==> src/rtl/cpwm_pkg.sv <==
package cpwm_pkg;
    localparam int unsigned DUTY_W = 8;
    typedef logic [DUTY_W-1:0] duty_t;
endpackage

==> src/rtl/cpwm_prescale.sv <==
module cpwm_prescale #(
    parameter int unsigned PRE_A = 4,
    parameter int unsigned PRE_B = 8
) (
    input  logic clk,
    input  logic rst_n,
    output logic tick_o
);
    localparam int unsigned AW = (PRE_A > 1) ? $clog2(PRE_A) : 1;
    localparam int unsigned BW = (PRE_B > 1) ? $clog2(PRE_B) : 1;

    typedef struct packed {
        logic [AW-1:0] a;
        logic [BW-1:0] b;
    } pre_t;

    pre_t st_q, st_d;
    logic a_last, b_last;

    always_comb begin
        st_d   = st_q;
        a_last = (st_q.a == AW'(PRE_A - 1));
        b_last = (st_q.b == BW'(PRE_B - 1));
        if (a_last) begin
            st_d.a = '0;
            if (b_last) st_d.b = '0;
            else        st_d.b = st_q.b + 1'b1;
        end else begin
            st_d.a = st_q.a + 1'b1;
        end
        tick_o = a_last && b_last;
    end

    always_ff @(posedge clk or negedge rst_n) begin
        if (!rst_n) st_q <= '0;
        else        st_q <= st_d;
    end

    generate
        if (PRE_A * PRE_B > 1) begin : g_gap
            // ticks never come on consecutive edges
            p_tick_gap_r1: assert property (@(posedge clk) disable iff (!rst_n)
                tick_o |=> !tick_o);
        end
    endgenerate
endmodule

==> src/rtl/cpwm_duty.sv <==
module cpwm_duty
    import cpwm_pkg::*;
#(
    parameter int unsigned PERIOD = 250,
    parameter int unsigned STEP   = 12,
    parameter int unsigned HI_MAX = 197
) (
    input  logic  clk,
    input  logic  rst_n,
    input  logic  clear_i,
    input  logic  step_i,
    input  logic  apply_i,
    output duty_t hi_o,
    output duty_t lo_o,
    output duty_t hi_nx_o
);
    localparam duty_t HALF_C = duty_t'(PERIOD / 2);
    localparam duty_t STEP_C = duty_t'(STEP);
    localparam duty_t HMAX_C = duty_t'(HI_MAX);
    localparam duty_t HMIN_C = duty_t'(PERIOD - HI_MAX);

    typedef struct packed {
        duty_t hi;
        duty_t lo;
        logic  pend;
    } duty_st_t;

    duty_st_t st_q, st_d;
    logic  adv;
    duty_t nx_hi, nx_lo;

    always_comb begin
        st_d = st_q;
        adv  = st_q.pend | step_i;
        if (!adv) begin
            nx_hi = st_q.hi;
            nx_lo = st_q.lo;
        end else if (st_q.hi == HMAX_C) begin
            nx_hi = HMIN_C;
            nx_lo = HMAX_C;
        end else begin
            nx_hi = st_q.hi + STEP_C;
            nx_lo = st_q.lo - STEP_C;
        end

        if (clear_i) begin
            st_d.hi   = HALF_C;
            st_d.lo   = HALF_C;
            st_d.pend = 1'b0;
        end else if (apply_i) begin
            st_d.hi   = nx_hi;
            st_d.lo   = nx_lo;
            st_d.pend = 1'b0;
        end else begin
            st_d.pend = adv;
        end

        hi_nx_o = apply_i ? nx_hi : st_q.hi;
    end

    always_ff @(posedge clk or negedge rst_n) begin
        if (!rst_n) begin
            st_q.hi   <= HALF_C;
            st_q.lo   <= HALF_C;
            st_q.pend <= 1'b0;
        end else begin
            st_q <= st_d;
        end
    end

    assign hi_o = st_q.hi;
    assign lo_o = st_q.lo;

    // the two interval counts always fill one period
    p_sum_period_r5: assert property (@(posedge clk) disable iff (!rst_n)
        ({1'b0, hi_o} + {1'b0, lo_o}) == 9'(PERIOD));
    // the high count stays inside the legal band
    p_hi_band_r7: assert property (@(posedge clk) disable iff (!rst_n)
        (hi_o >= HMIN_C) && (hi_o <= HMAX_C || hi_o == HALF_C));
    // a step taken at the ceiling lands on the floor
    p_wrap_floor_r7: assert property (@(posedge clk) disable iff (!rst_n)
        (!clear_i && apply_i && (st_q.pend || step_i) && hi_o == HMAX_C) |=> hi_o == HMIN_C);
    // a step taken below the ceiling adds one step
    p_step_add_r6: assert property (@(posedge clk) disable iff (!rst_n)
        (!clear_i && apply_i && (st_q.pend || step_i) && hi_o != HMAX_C) |=> hi_o == $past(hi_o) + STEP_C);
    // without an apply, the high count holds while running
    p_hold_between_r6: assert property (@(posedge clk) disable iff (!rst_n)
        (!clear_i && !apply_i) |=> $stable(hi_o));
endmodule

==> src/rtl/cpwm_compare.sv <==
module cpwm_compare
    import cpwm_pkg::*;
#(
    parameter int unsigned TIMER_W = 16
) (
    input  logic  clk,
    input  logic  rst_n,
    input  logic  en_i,
    input  logic  tick_i,
    input  duty_t hi_nx_i,
    input  duty_t lo_i,
    output logic  pwm_o,
    output logic  run_o,
    output logic  apply_o
);
    typedef logic [TIMER_W-1:0] tmr_t;

    typedef struct packed {
        tmr_t timer;
        tmr_t cmp;
        logic run;
        logic pwm;
    } cmp_st_t;

    cmp_st_t st_q, st_d;
    tmr_t tnext;
    logic hit;

    always_comb begin
        st_d    = st_q;
        apply_o = 1'b0;
        tnext   = st_q.timer + 1'b1;
        hit     = tick_i && (tnext == st_q.cmp);
        if (tick_i) st_d.timer = tnext;

        if (!en_i) begin
            st_d.run = 1'b0;
            st_d.pwm = 1'b0;
        end else if (!st_q.run) begin
            if (tick_i) begin
                st_d.run = 1'b1;
                st_d.pwm = 1'b1;
                st_d.cmp = tnext + tmr_t'(hi_nx_i);
            end
        end else if (hit) begin
            st_d.pwm = ~st_q.pwm;
            if (st_q.pwm) begin
                st_d.cmp = st_q.cmp + tmr_t'(lo_i);
            end else begin
                apply_o  = 1'b1;
                st_d.cmp = st_q.cmp + tmr_t'(hi_nx_i);
            end
        end
    end

    always_ff @(posedge clk or negedge rst_n) begin
        if (!rst_n) st_q <= '0;
        else        st_q <= st_d;
    end

    assign pwm_o = st_q.pwm;
    assign run_o = st_q.run;

    // a disabled edge leaves the output low
    p_idle_low_r2: assert property (@(posedge clk) disable iff (!rst_n)
        !en_i |=> !pwm_o);
    // an idle, enabled tick starts a high interval
    p_start_high_r3: assert property (@(posedge clk) disable iff (!rst_n)
        (en_i && !run_o && tick_i) |=> (pwm_o && run_o));
    // the output only moves on a tick edge or when switched off
    p_toggle_on_tick_r4: assert property (@(posedge clk) disable iff (!rst_n)
        (en_i && run_o && !tick_i) |=> $stable(pwm_o));
    // boundaries into high happen only from a low level
    p_apply_from_low_r6: assert property (@(posedge clk) disable iff (!rst_n)
        apply_o |=> $rose(pwm_o));
endmodule

==> src/rtl/cpwm_gen.sv <==
module cpwm_gen
    import cpwm_pkg::*;
#(
    parameter int unsigned PRE_A   = 4,
    parameter int unsigned PRE_B   = 8,
    parameter int unsigned TIMER_W = 16,
    parameter int unsigned PERIOD  = 250,
    parameter int unsigned STEP    = 12,
    parameter int unsigned HI_MAX  = 197
) (
    input  logic        clk,
    input  logic        rst_n,
    input  logic        enable_i,
    input  logic        step_i,
    output logic        pwm_o,
    output logic [7:0]  hi_count_o
);
    logic  tick, run, apply, clear;
    duty_t hi, lo, hi_nx;

    cpwm_prescale #(.PRE_A(PRE_A), .PRE_B(PRE_B)) u_pre (
        .clk    (clk),
        .rst_n  (rst_n),
        .tick_o (tick)
    );

    assign clear = !(enable_i && run);

    cpwm_duty #(.PERIOD(PERIOD), .STEP(STEP), .HI_MAX(HI_MAX)) u_duty (
        .clk     (clk),
        .rst_n   (rst_n),
        .clear_i (clear),
        .step_i  (step_i),
        .apply_i (apply),
        .hi_o    (hi),
        .lo_o    (lo),
        .hi_nx_o (hi_nx)
    );

    cpwm_compare #(.TIMER_W(TIMER_W)) u_cmp (
        .clk     (clk),
        .rst_n   (rst_n),
        .en_i    (enable_i),
        .tick_i  (tick),
        .hi_nx_i (hi_nx),
        .lo_i    (lo),
        .pwm_o   (pwm_o),
        .run_o   (run),
        .apply_o (apply)
    );

    assign hi_count_o = hi;

    // the shown high count changes only together with a rising output or a switch-off
    p_count_moves_r8: assert property (@(posedge clk) disable iff (!rst_n)
        (enable_i && run && !apply) |=> $stable(hi_count_o));
endmodule

==> config.mk <==
export PLATFORM = sky130hd
export DESIGN_NAME = cpwm_gen
export DESIGN_NICKNAME = d
export VERILOG_FILES = /design/src/rtl/cpwm_pkg.sv /design/src/rtl/cpwm_prescale.sv /design/src/rtl/cpwm_duty.sv /design/src/rtl/cpwm_compare.sv /design/src/rtl/cpwm_gen.sv
export SDC_FILE = /design/constraint.sdc
export NUM_CORES = 1
export LEC_CHECK = 0
export ABC_AREA = 0
export BUFFER_PORTS_ARGS = -buffer_cell sky130_fd_sc_hd__buf_2
export CORE_AREA = 5 5 109 111
export DETAILED_ROUTE_END_ITERATION = 10
export DIE_AREA = 0 0 114 116
export SETUP_SLACK_MARGIN = 0.1
export SLEW_MARGIN = 20
export SYNTH_ARGS = -nofsm -noshare
export SYNTH_HDL_FRONTEND = slang
export SYNTH_SLANG_ARGS = --single-unit
==> constraint.sdc <==
create_clock -name clk -period 12.2 [get_ports clk]
set_clock_uncertainty 0.05 [all_clocks]
set_input_delay 0.61 -clock clk [delete_from_list [all_inputs] [get_ports clk]]
set_output_delay 0.61 -clock clk [all_outputs]
set_load 0.01 [all_outputs]
# Word-level counts from Yosys, hierarchy flattened
# Index checks and enable logic that the tools add are counted.
[totals] output_inout_bits=9 input_bits=4 reg_bits=56 wordCells=57
[op_classes] bitwise_logic=2 addsub=8 reduce_logical=7 eq_ne=9 muxes=22
[op_table] cell="2-to-1 mux 16 bit" count=4
[op_table] cell="adder 16 x 8 -> 16 bit" count=3
[op_table] cell="2-to-1 mux 8 bit" count=5
[op_table] cell="2-to-1 mux 18 bit" count=1
[op_table] cell="2-to-1 mux 17 bit" count=1
[op_table] cell="adder 16 x 1 -> 16 bit, second input constant" count=1
[op_table] cell="equality test 16 bit" count=1
[op_table] cell="adder 8 x 4 -> 8 bit, second input constant" count=1
[op_table] cell="equality test 8 bit, second input constant" count=1
[op_table] cell="2-to-1 mux 1 bit" count=8
[op_table] cell="subtractor 8 x 4 -> 8 bit, second input constant" count=1
[op_table] cell="2-to-1 mux 2 bit" count=2
[op_table] cell="!= test 2 x 1 -> 1 bit, second input constant" count=2
[op_table] cell="AND reduction 2 bit" count=2
[op_table] cell="adder 3 x 1 -> 3 bit, second input constant" count=1
[op_table] cell="equality test 3 bit, second input constant" count=1
[op_table] cell="logical AND 1 bit" count=3
[op_table] cell="2-to-1 mux 3 bit" count=1
[op_table] cell="!= test 3 x 1 -> 1 bit, second input constant" count=1
[op_table] cell="!= test 3 bit, second input constant" count=1
[op_table] cell="AND reduction 3 bit" count=1
[op_table] cell="adder 2 x 1 -> 2 bit, second input constant" count=1
[op_table] cell="equality test 2 bit, second input constant" count=1
[op_table] cell="!= test 2 bit, second input constant" count=1
[op_table] cell="3 further kinds" count=3

# Depth between registers and ports, before layout
# Gate-level depths: netlist of the first run.
[depth] ltp_word=11 depth_mapped=20 depth_no_buf=19

# Cells and area by module
# From an unflattened synthesis of the first run, not the netlist that was laid out.
[hier_totals] cells_unflattened=560 area_unflattened_um2=4814.6
[modules_own_cells] module="cpwm_compare" area_per_inst_um2=3597.2 cells_per_inst=435 instances=1
[modules_own_cells] module="cpwm_duty" area_per_inst_um2=997.2 cells_per_inst=108 instances=1
[modules_own_cells] module="cpwm_prescale" area_per_inst_um2=216.5 cells_per_inst=16 instances=1
[modules_own_cells] module="cpwm_gen" area_per_inst_um2=3.8 cells_per_inst=1 instances=1

# Worst setup path before layout of the first run
# Ideal clock, no wire load.
[synth_timing] kind="register to register" startpoint="reg u_cmp.st_q[18] in the netlist's numbering" endpoint="reg u_cmp.st_q[12] in the netlist's numbering" setup_slack_ps=7316 setup_ps=124 t_arrival_ps=4710 path_stages_with_launch=21 t_required_ps=12026 cell_sequence="dfrtp_1 > ha_1 > and3_1 > clkbuf_1 > xnor2_1 > o211ai_1 > a2111o_1 > nor4_4 > and2_1 > buf_4 > mux2i_1 > inv_1 > ha_1 > nor2b_1 > o21ai_0 > a21oi_1 > o41ai_1 > nor2_1 > xnor2_1 > a32o_1 > a211o_1"
[synth_via] elab_chain_cells=11 word_cells_on_any_way=15 cone_classes="add/sub: 3; eq/ne: 2; mux: 8; reduce/logical: 2"
[synth_lines] element="from (decl)" line_no="cpwm_compare.sv:25" source="cmp_st_t st_q, st_d;"
[synth_lines] element="from (signal assigned)" line_no="cpwm_compare.sv:58" source="else st_q <= st_d;"
[synth_lines] element="adder 16 x 1 -> 16 bit (*)" line_no="cpwm_compare.sv:32" source="tnext = st_q.timer + 1'b1;"
[synth_lines] element="equality test 16 bit" line_no="cpwm_compare.sv:33" source="hit = tick_i && (tnext == st_q.cmp);"
[synth_lines] element="logical AND 1 bit" line_no="cpwm_compare.sv:33"
[synth_lines] element="2-to-1 mux 1 bit" line_no="cpwm_compare.sv:45" source="end else if (hit) begin"
[synth_lines] element="2-to-1 mux 1 bit" line_no="cpwm_compare.sv:39" source="end else if (!st_q.run) begin"
[synth_lines] element="2-to-1 mux 1 bit" line_no="cpwm_compare.sv:36" source="if (!en_i) begin"
[synth_lines] element="2-to-1 mux 8 bit" line_no="cpwm_duty.sv:58" source="hi_nx_o = apply_i ? nx_hi : st_q.hi;"
[synth_lines] element="adder 16 x 8 -> 16 bit" line_no="cpwm_compare.sv:51" source="st_d.cmp = st_q.cmp + tmr_t'(hi_nx_i);"
[synth_lines] element="2-to-1 mux 16 bit" line_no="cpwm_compare.sv:47" source="if (st_q.pwm) begin"
[synth_lines] element="2-to-1 mux 16 bit" line_no="cpwm_compare.sv:45"
[synth_lines] element="2-to-1 mux 16 bit" line_no="cpwm_compare.sv:39"
# Every way passes the cells marked *; elsewhere a longest branch is shown, timed or not. The select of a mux whose other input is x is not followed.
# A chain may end at the register's enable or synchronous reset.

# Worst setup path in the final report of the first run
[layout_timing] startpoint="reg u_cmp.st_q[26] in the netlist's numbering" endpoint="reg u_cmp.st_q[12] in the netlist's numbering"
# Same word-level chain as after synthesis.

==> results of run 1 <==
[metrics by stage]
step	total power, mW	area, µm²	setup slack [ns]	utilization (%)	cells
2_1_floorplan	0.2245	4725	7.316	-	563
3_3_place_gp	0.2372	4776	6.161	44.64	677
3_5_place_dp	0.2382	4776	5.915	44.64	677
4_1_cts	0.3702	4887	5.858	45.68	685
5_1_grt	0.3813	4887	5.292	45.68	685
6_report	0.3636	4887	5.843	45.68	685
[worst max-delay path: stages, from the launching register on]
cell and delay [ns]:
dfrtp_1 0.59, nand3_2 0.31, or3_1 0.50, nor3_1 0.43, xor3_1 0.33, nor4_1 0.76
and2_1 0.55, mux2i_1 0.34, inv_1 0.08, ha_1 0.32, nor2b_1 0.16, o21ai_0 0.24
a21oi_1 0.14, o41ai_1 0.74, nor2_1 0.11, xnor2_1 0.16, a32o_1 0.21, a211o_1 0.22
[layout make-up]
type                       count  area, µm²
clock buffer                   5      68.82
timing repair buffer          16      90.09
sequential                    55       1391
tap                          140      175.2
clock inverter                 3      42.54
inverter                      20      75.07
fill                        1049       5811
multi-input combinational    446       3044
[cell families (layout without fill, tap and decap cells)]
kind of cell	count (synthesis)	after routing	share of synthesized area, %
compound gates	124	124	18.46
xor+xnor	53	53	10.43
fa+ha+maj	25	25	6.939
buf+inv	62	44	6.117
flops	55	55	29.45
mux	8	8	1.854
simple gates	236	236	26.75
[registers in the layout (all words and copies together) (netlist names)]
register     cells
u_duty.st_q      1
u_pre.st_q       5
u_duty.lo_o      7
u_cmp.pwm_o      1
u_duty.hi_o      8
u_cmp.run_o      1
u_cmp.st_q      32
[layer usage]
| metal | vias up | global-route usage, % |
|---|---|---|
| li1 | 1993 | - |
| met1 | 1962 | 26.35 |
| met2 | 111 | 30.99 |
| met3 | 10 | 3.081 |
| met4 | 0 | 6.017 |
| met5 | - | 0 |
[how the worst max path moves through the flow]
stage | start | end | slack [ns] | depth (start not counted)
finish | u_cmp.st_q[26]$_DFFE_PN0P_ | u_cmp.st_q[12]$_DFFE_PN0P_ | 5.84 | 17
global placement | u_cmp.st_q[24]$_DFFE_PN0P_ | u_cmp.st_q[12]$_DFFE_PN0P_ | 6.16 | 17
detailed placement | u_cmp.st_q[26]$_DFFE_PN0P_ | u_cmp.st_q[12]$_DFFE_PN0P_ | 5.92 | 17
floorplan | u_cmp.st_q[18]$_DFFE_PN0P_ | u_cmp.st_q[12]$_DFFE_PN0P_ | 7.32 | 20
CTS | u_cmp.st_q[24]$_DFFE_PN0P_ | u_cmp.st_q[12]$_DFFE_PN0P_ | 5.86 | 17
global route | u_cmp.st_q[24]$_DFFE_PN0P_ | u_cmp.st_q[12]$_DFFE_PN0P_ | 5.29 | 17
[cell usage in the layout (no fill, tap or decap), types with 5 or more instances in the layout]
master / Yosys / final
nor2_1: 40 / 40
o21ai_0: 30 / 30
buf_2: 9 / 12
dfrtp_1: 43 / 43
o211ai_1: 5 / 5
xor2_1: 8 / 8
clkbuf_8: 0 / 5
xnor2_1: 43 / 43
o21a_1: 5 / 5
dfstp_2: 12 / 12
inv_1: 20 / 20
nand4_1: 11 / 11
mux2_2: 6 / 6
a31oi_1: 5 / 5
ha_1: 23 / 23
a21oi_1: 20 / 20
nor4_1: 11 / 11
and3_1: 17 / 17
nand3_1: 24 / 24
nor3b_1: 5 / 5
or3_1: 10 / 10
nor3_1: 14 / 14
nand2b_1: 7 / 7
a22oi_1: 6 / 6
and2_1: 7 / 7
nor2b_1: 8 / 8
nand2_1: 58 / 58
a21o_1: 5 / 5
a32oi_1: 6 / 6
[power breakdown]
group / switching [mW] / internal (mW)
sequential: 0.00842 / 0.187
combinational: 0.0235 / 0.0166
clock: 0.0669 / 0.0614
total: 0.0988 / 0.265
==> metrics, run 1 <==
outcome=complete, no violations; Syn Inst Count=about 560; antenna-violating nets left=0; DR vias=about 4.1k; top_reg_cell synth=dfrtp_1; Die Wd=114 µm; Starting Density=44.16%; Max Cap Viol=0; top cells by area, synth=dfrtp_1 (23%), xnor2_1 (8.0%), dfstp_2 (6.7%); area share of the largest cell type after synthesis=22.78%; CP Launch Type=flip-flop; Skew-Pair Late Insertion Delay=0.33 ns; Area Growth Syn to Fin=3.443%; Die ar.=13220 µm²; worst setup path category=flip-flop to flip-flop; worst-path fanout max=13; Global Route Usage Sum=between 10% and 20%; Sink Count=55; routed length per instance=18.12 µm; GR Overflow Total=0; Clock transition at path regs=approximately 0.12 ns; die height=116 µm; Max-slew headroom=31.32%; final wirelength=roughly 12000 µm; Resize count post-CTS=0; Initial DRT Pass Iterations=5; worst vdd ir=0.05167 mV; most common library cells after synthesis=nand2_1 (58), dfrtp_1 (43), xnor2_1 (43); FFs w/ async S/R, synth=100.0%; CTS max path bufs=2; Min-Delay Path Class=input port to asynchronous set/reset pin; fin. max-slew vios=0; IO Count=13; r2r startpoint=u_cmp.st_q[26]$_DFFE_PN0P_; static leakage=1.892 nW; M1 wire length=5874 µm; Num CTS Buffers=5; worst reg-to-reg path cell count=17; Top Metal Used=met4; crit share post-route=52.10%; unique cell type count in the Yosys netlist=77; top-count cell post-synth=nand2_1; WP data arrival=6.52 ns; vias per std cell=5.950; 1st-iter DRT viols=320; worst reg-to-reg setup slack=between 5 and 6 ns; post-synthesis register bit count=55; placer congestion estimate=0.9843; row cnt=38; final setup vio count=0; EDFF count, synth=0; root buffer cell=clkbuf_8; vias in the first global route=roughly 4.0k; layout cells sized above 1=11.19%; pin count of the biggest net entering global routing=56; first-pass GRT wire length=20310 µm; Syn. warnings=0; pwr dens=about 74 nW/µm²; H-Tree Depth=2; ANT cells=0; actual slew at the worst max-slew pin=1.022 ns; hold buffers post-CTS=0; TNS Setup=0 ns; initial antenna violation count=0; final hold viol count=0; hold_ws=0.3598 ns; Synth area leader=dfrtp_1; RSZ-0062 raised after global routing=false; Seq/Total Area, Yosys=~29%; synthesized area=4725 µm²; WL met3=586 µm; syn avg cell area=8.392 µm²; Worst Path Required=between 10 and 15 ns; fin nets=573; reg-to-reg endpoint=u_cmp.st_q[12]$_DFFE_PN0P_; fmax=roughly 0.16 GHz; core footprint=10700 µm²; Tmin final=roughly 6.4 ns; Critical Path End Type=flip-flop; IO Port Bufs=12; DRC viols=0; TritonCTS clock tree=done; Post-CTS Setup Inserts=0; dpl hpwl=roughly 9100 µm; routed wl met2=5729 µm; post-synthesis net count=592
(Power assumes the default switching activity.)
==> run 2: changes to the inputs <==
--- a/config.mk
+++ b/config.mk
@@ -5,11 +5,11 @@
 export SDC_FILE = /design/constraint.sdc
 export NUM_CORES = 1
 export LEC_CHECK = 0
-export ABC_AREA = 0
+export ABC_AREA = 1
 export BUFFER_PORTS_ARGS = -buffer_cell sky130_fd_sc_hd__buf_2
-export CORE_AREA = 5 5 109 111
+export CORE_AREA = 5 5 111 113
 export DETAILED_ROUTE_END_ITERATION = 10
-export DIE_AREA = 0 0 114 116
+export DIE_AREA = 0 0 116 118
 export SETUP_SLACK_MARGIN = 0.1
 export SLEW_MARGIN = 20
 export SYNTH_ARGS = -nofsm -noshare
==> constraint.sdc (replaced) <==
create_clock -name clk -period 5.5 [get_ports clk]
set_clock_uncertainty 0.05 [all_clocks]
set_input_delay 0.275 -clock clk [delete_from_list [all_inputs] [get_ports clk]]
set_output_delay 0.275 -clock clk [all_outputs]
set_load 0.01 [all_outputs]
==> run 2 against run 1 <==
Net effect:
- routed wire length grew 8.7%
- core utilization grew 0.56 points
- sequential cell count is the same
- fmax grew 46%
- count of clock-buffer cells in the layout grew 1
- via count grew 18%
- die area grew 3.5%
- worst setup slack lost 4.7 ns
- largest power group unchanged
- highest routed layer unchanged
==> metrics, run 2 <==
fin. max-slew vios=0 (unchanged); Tmin final=4.357 ns (was 6.357 ns); synthesized area=4871 µm² (was 4725 µm²); most common library cells after synthesis=nand2_1 (237), nand3_1 (102), inv_1 (80) (was nand2_1 (58), dfrtp_1 (43), xnor2_1 (43)); Max Cap Viol=0 (unchanged); pin count of the biggest net entering global routing=56 (unchanged); Starting Density=43.40% (was 44.16%); initial antenna violation count=0 (unchanged); syn avg cell area=6.538 µm² (was 8.392 µm²); vias in the first global route=4423 (was 3962); Critical Path End Type=flip-flop (unchanged); antenna-violating nets left=0 (unchanged); simple-gate share of the synthesized area=43.39% (was 26.75%); TritonCTS clock tree=done (unchanged); DRC viols=0 (unchanged); WP data arrival=4.51 ns (was 6.52 ns); CP Launch Type=flip-flop (unchanged); H-Tree Depth=2 (unchanged); compound-cell area share of the yosys netlist=10.22% (was 18.46%); area share of the largest cell type after synthesis=22.09% (was 22.78%); Min-Delay Path Class=input port to asynchronous set/reset pin (unchanged); crit share post-route=79.23% (was 52.10%); Num CTS Buffers=5 (unchanged); layout cells sized above 1=10.84% (was 11.19%); IO Port Bufs=12 (unchanged); final setup vio count=0 (unchanged); post-synthesis register bit count=55 (unchanged); Post-CTS Setup Inserts=0 (unchanged); Sink Count=55 (unchanged); actual slew at the worst max-slew pin=0.7351 ns (was 1.022 ns); Syn. warnings=0 (unchanged); Synth area leader=dfrtp_1 (unchanged); Seq/Total Area, Yosys=28.56% (was 29.45%); top cells by area, synth=dfrtp_1 (22%), nand2_1 (18%), nand3_1 (10%) (was dfrtp_1 (23%), xnor2_1 (8.0%), dfstp_2 (6.7%)); Area Growth Syn to Fin=6.550% (was 3.443%); commonest non-fill, non-tap cell in the layout=nand2_1 (unchanged); outcome=complete, no violations (unchanged); xor and xnor area share after synthesis=1.618% (was 10.43%); pwr dens=169.8 nW/µm² (was 74.40 nW/µm²); EDFF count, synth=0 (unchanged); core footprint=11220 µm² (was 10700 µm²); final wirelength=13480 µm (was 12410 µm); row cnt=39 (was 38); routed length per instance=15.15 µm (was 18.12 µm); post-synthesis net count=774 (was 592); IO Count=13 (unchanged); hold buffers post-CTS=0 (unchanged); mux share of post-synthesis cell area=0.4624% (was 1.854%); Worst Path Required=5.66 ns (was 12.36 ns); max reg flops=32 (unchanged); Syn Inst Count=745 (was 563); final hold viol count=0 (unchanged); placer congestion estimate=0.9916 (was 0.9843); vias per std cell=5.424 (was 5.950); die height=118 µm (was 116 µm); first-pass GRT wire length=22570 µm (was 20310 µm); TNS Setup=0 ns (unchanged); 1st-iter DRT viols=434 (was 320); Filler cells=1128 (was 1049); dpl hpwl=10620 µm (was 9101 µm); main combinational cell family by area after synthesis=simple AND/OR/NAND/NOR gates (unchanged); Clock transition at path regs=0.08 ns (was 0.12 ns); Die Wd=116 µm (was 114 µm); overall power=881.1 µW (was 363.6 µW); CTS max path bufs=2 (unchanged); Resize count post-CTS=0 (unchanged); largest register by flop count=u_cmp.st_q (unchanged); DR vias=4827 (was 4076); adder-cell share of the synthesized area=6.730% (was 6.939%); FFs w/ async S/R, synth=100.0% (unchanged); unique cell type count in the Yosys netlist=41 (was 77); worst-path fanout max=9 (was 13); Skew-Pair Late Insertion Delay=0.31 ns (was 0.33 ns); Die ar.=13690 µm² (was 13220 µm²); Max-slew headroom=50.99% (was 31.32%); static leakage=2.656 nW (was 1.892 nW); ANT cells=0 (unchanged); fin nets=775 (was 573); worst setup path category=flip-flop to flip-flop (unchanged); register area=1391 µm² (unchanged); Global Route Usage Sum=20.59% (was 19.15%); top-count cell post-synth=nand2_1 (unchanged); root buffer cell=clkbuf_16 (was clkbuf_8); Initial DRT Pass Iterations=5 (unchanged); RSZ-0062 raised after global routing=false (unchanged); commonest cells after routing, fill and taps aside=nand2_1 (237), nand3_1 (102), inv_1 (80) (was nand2_1 (58), xnor2_1 (43), dfrtp_1 (43)); top_reg_cell synth=dfrtp_1 (unchanged); GR Overflow Total=0 (unchanged); worst vdd ir=0.1378 mV (was 0.05167 mV); area of the multi-input gates=3040 µm² (was 3044 µm²); fmax=0.2295 GHz (was 0.1573 GHz)
-- run 2: cell type report --
cell class | count | share of cell area [%]
clock buffers | 6 | 2.676
clock inverters | 2 | 0.6750
inverters | 82 | 5.931
multi-input cells | 585 | 58.58
flip-flops and latches | 55 | 26.81
well taps | 143 | 3.447
repair buffers | 17 | 1.880
-- run 2: per-stage QoR --
| step | cells | util [%] | hold WS (ns) | setup slack (ns) | instance area, µm² |
|---|---|---|---|---|---|
| 2_1_floorplan | 745 | - | -0.07059 | 1.879 | 4871 |
| 3_3_place_gp | 882 | 44.69 | 0.3640 | 1.349 | 5016 |
| 3_5_place_dp | 882 | 44.69 | 0.3735 | 1.163 | 5016 |
| 4_1_cts | 890 | 46.24 | 0.09144 | 1.151 | 5190 |
| 5_1_grt | 890 | 46.24 | 0.1380 | 0.6824 | 5190 |
| 6_report | 890 | 46.24 | 0.03772 | 1.143 | 5190 |
-- run 2: worst paths after layout --
| path | depth (start not counted) | slack [ns] | start | endpoint |
|---|---|---|---|---|
| max in group asynchronous | 2 | 4.84 | rst_n | u_cmp.st_q[19]$_DFFE_PN0P_ |
| min in group clk | 3 | 0.27 | enable_i | u_cmp.pwm_o$_DFFE_PN0P_ |
| setup / recovery | 23 | 1.14 | u_cmp.st_q[18]$_DFFE_PN0P_ | u_cmp.st_q[9]$_DFFE_PN0P_ |
| hold / removal | 2 | 0.04 | rst_n | u_cmp.st_q[32]$_DFFE_PN0P_ |
| hold reg to reg | 1 | 0.38 | u_pre.st_q[3]$_DFF_PN0_ | u_pre.st_q[3]$_DFF_PN0_ |
| setup reg to reg | 23 | 1.14 | u_cmp.st_q[18]$_DFFE_PN0P_ | u_cmp.st_q[9]$_DFFE_PN0P_ |
-- run 2: metal layers --
layer	part of all wire, %	wire length, µm	track usage, %
met1	50	6675	31.01
met2	43	5844	30.07
met3	6.0	805	3.445
met4	1.2	158	5.729
met5	0	0	0
-- run 2: cell families after synthesis --
group	count (synthesis)
xor+xnor	9
mux	2
buf+inv	105
compound gates	90
fa+ha+maj	25
simple gates	459
flops	55
-- run 2: where the power goes --
group / internal [mW] / switching, mW / leakage, nW
Combinational: 0.0261 / 0.0482 / 1.87
Sequential: 0.410 / 0.0123 / 0.702
Clock: 0.227 / 0.157 / 0.0868
-- run 2: critical path, cell delays in order, from the launching register on --
cell and delay (ns):
dfrtp_1 0.46, ha_1 0.29, nand2_2 0.13, nor2_8 0.16, nand3_1 0.09, nand2_1 0.08
nand2_1 0.11, nand2_1 0.11, nand2_1 0.09, nor3_4 0.45, nand4_4 0.27, nand2_2 0.14
nand2_2 0.06, nand2_1 0.06, nand2_1 0.05, ha_1 0.31, a21oi_1 0.17, nand2_1 0.13
a21boi_0 0.29, o21ai_0 0.18, o21ai_0 0.25, o21ai_0 0.13, nand3_1 0.10, nand2_1 0.06
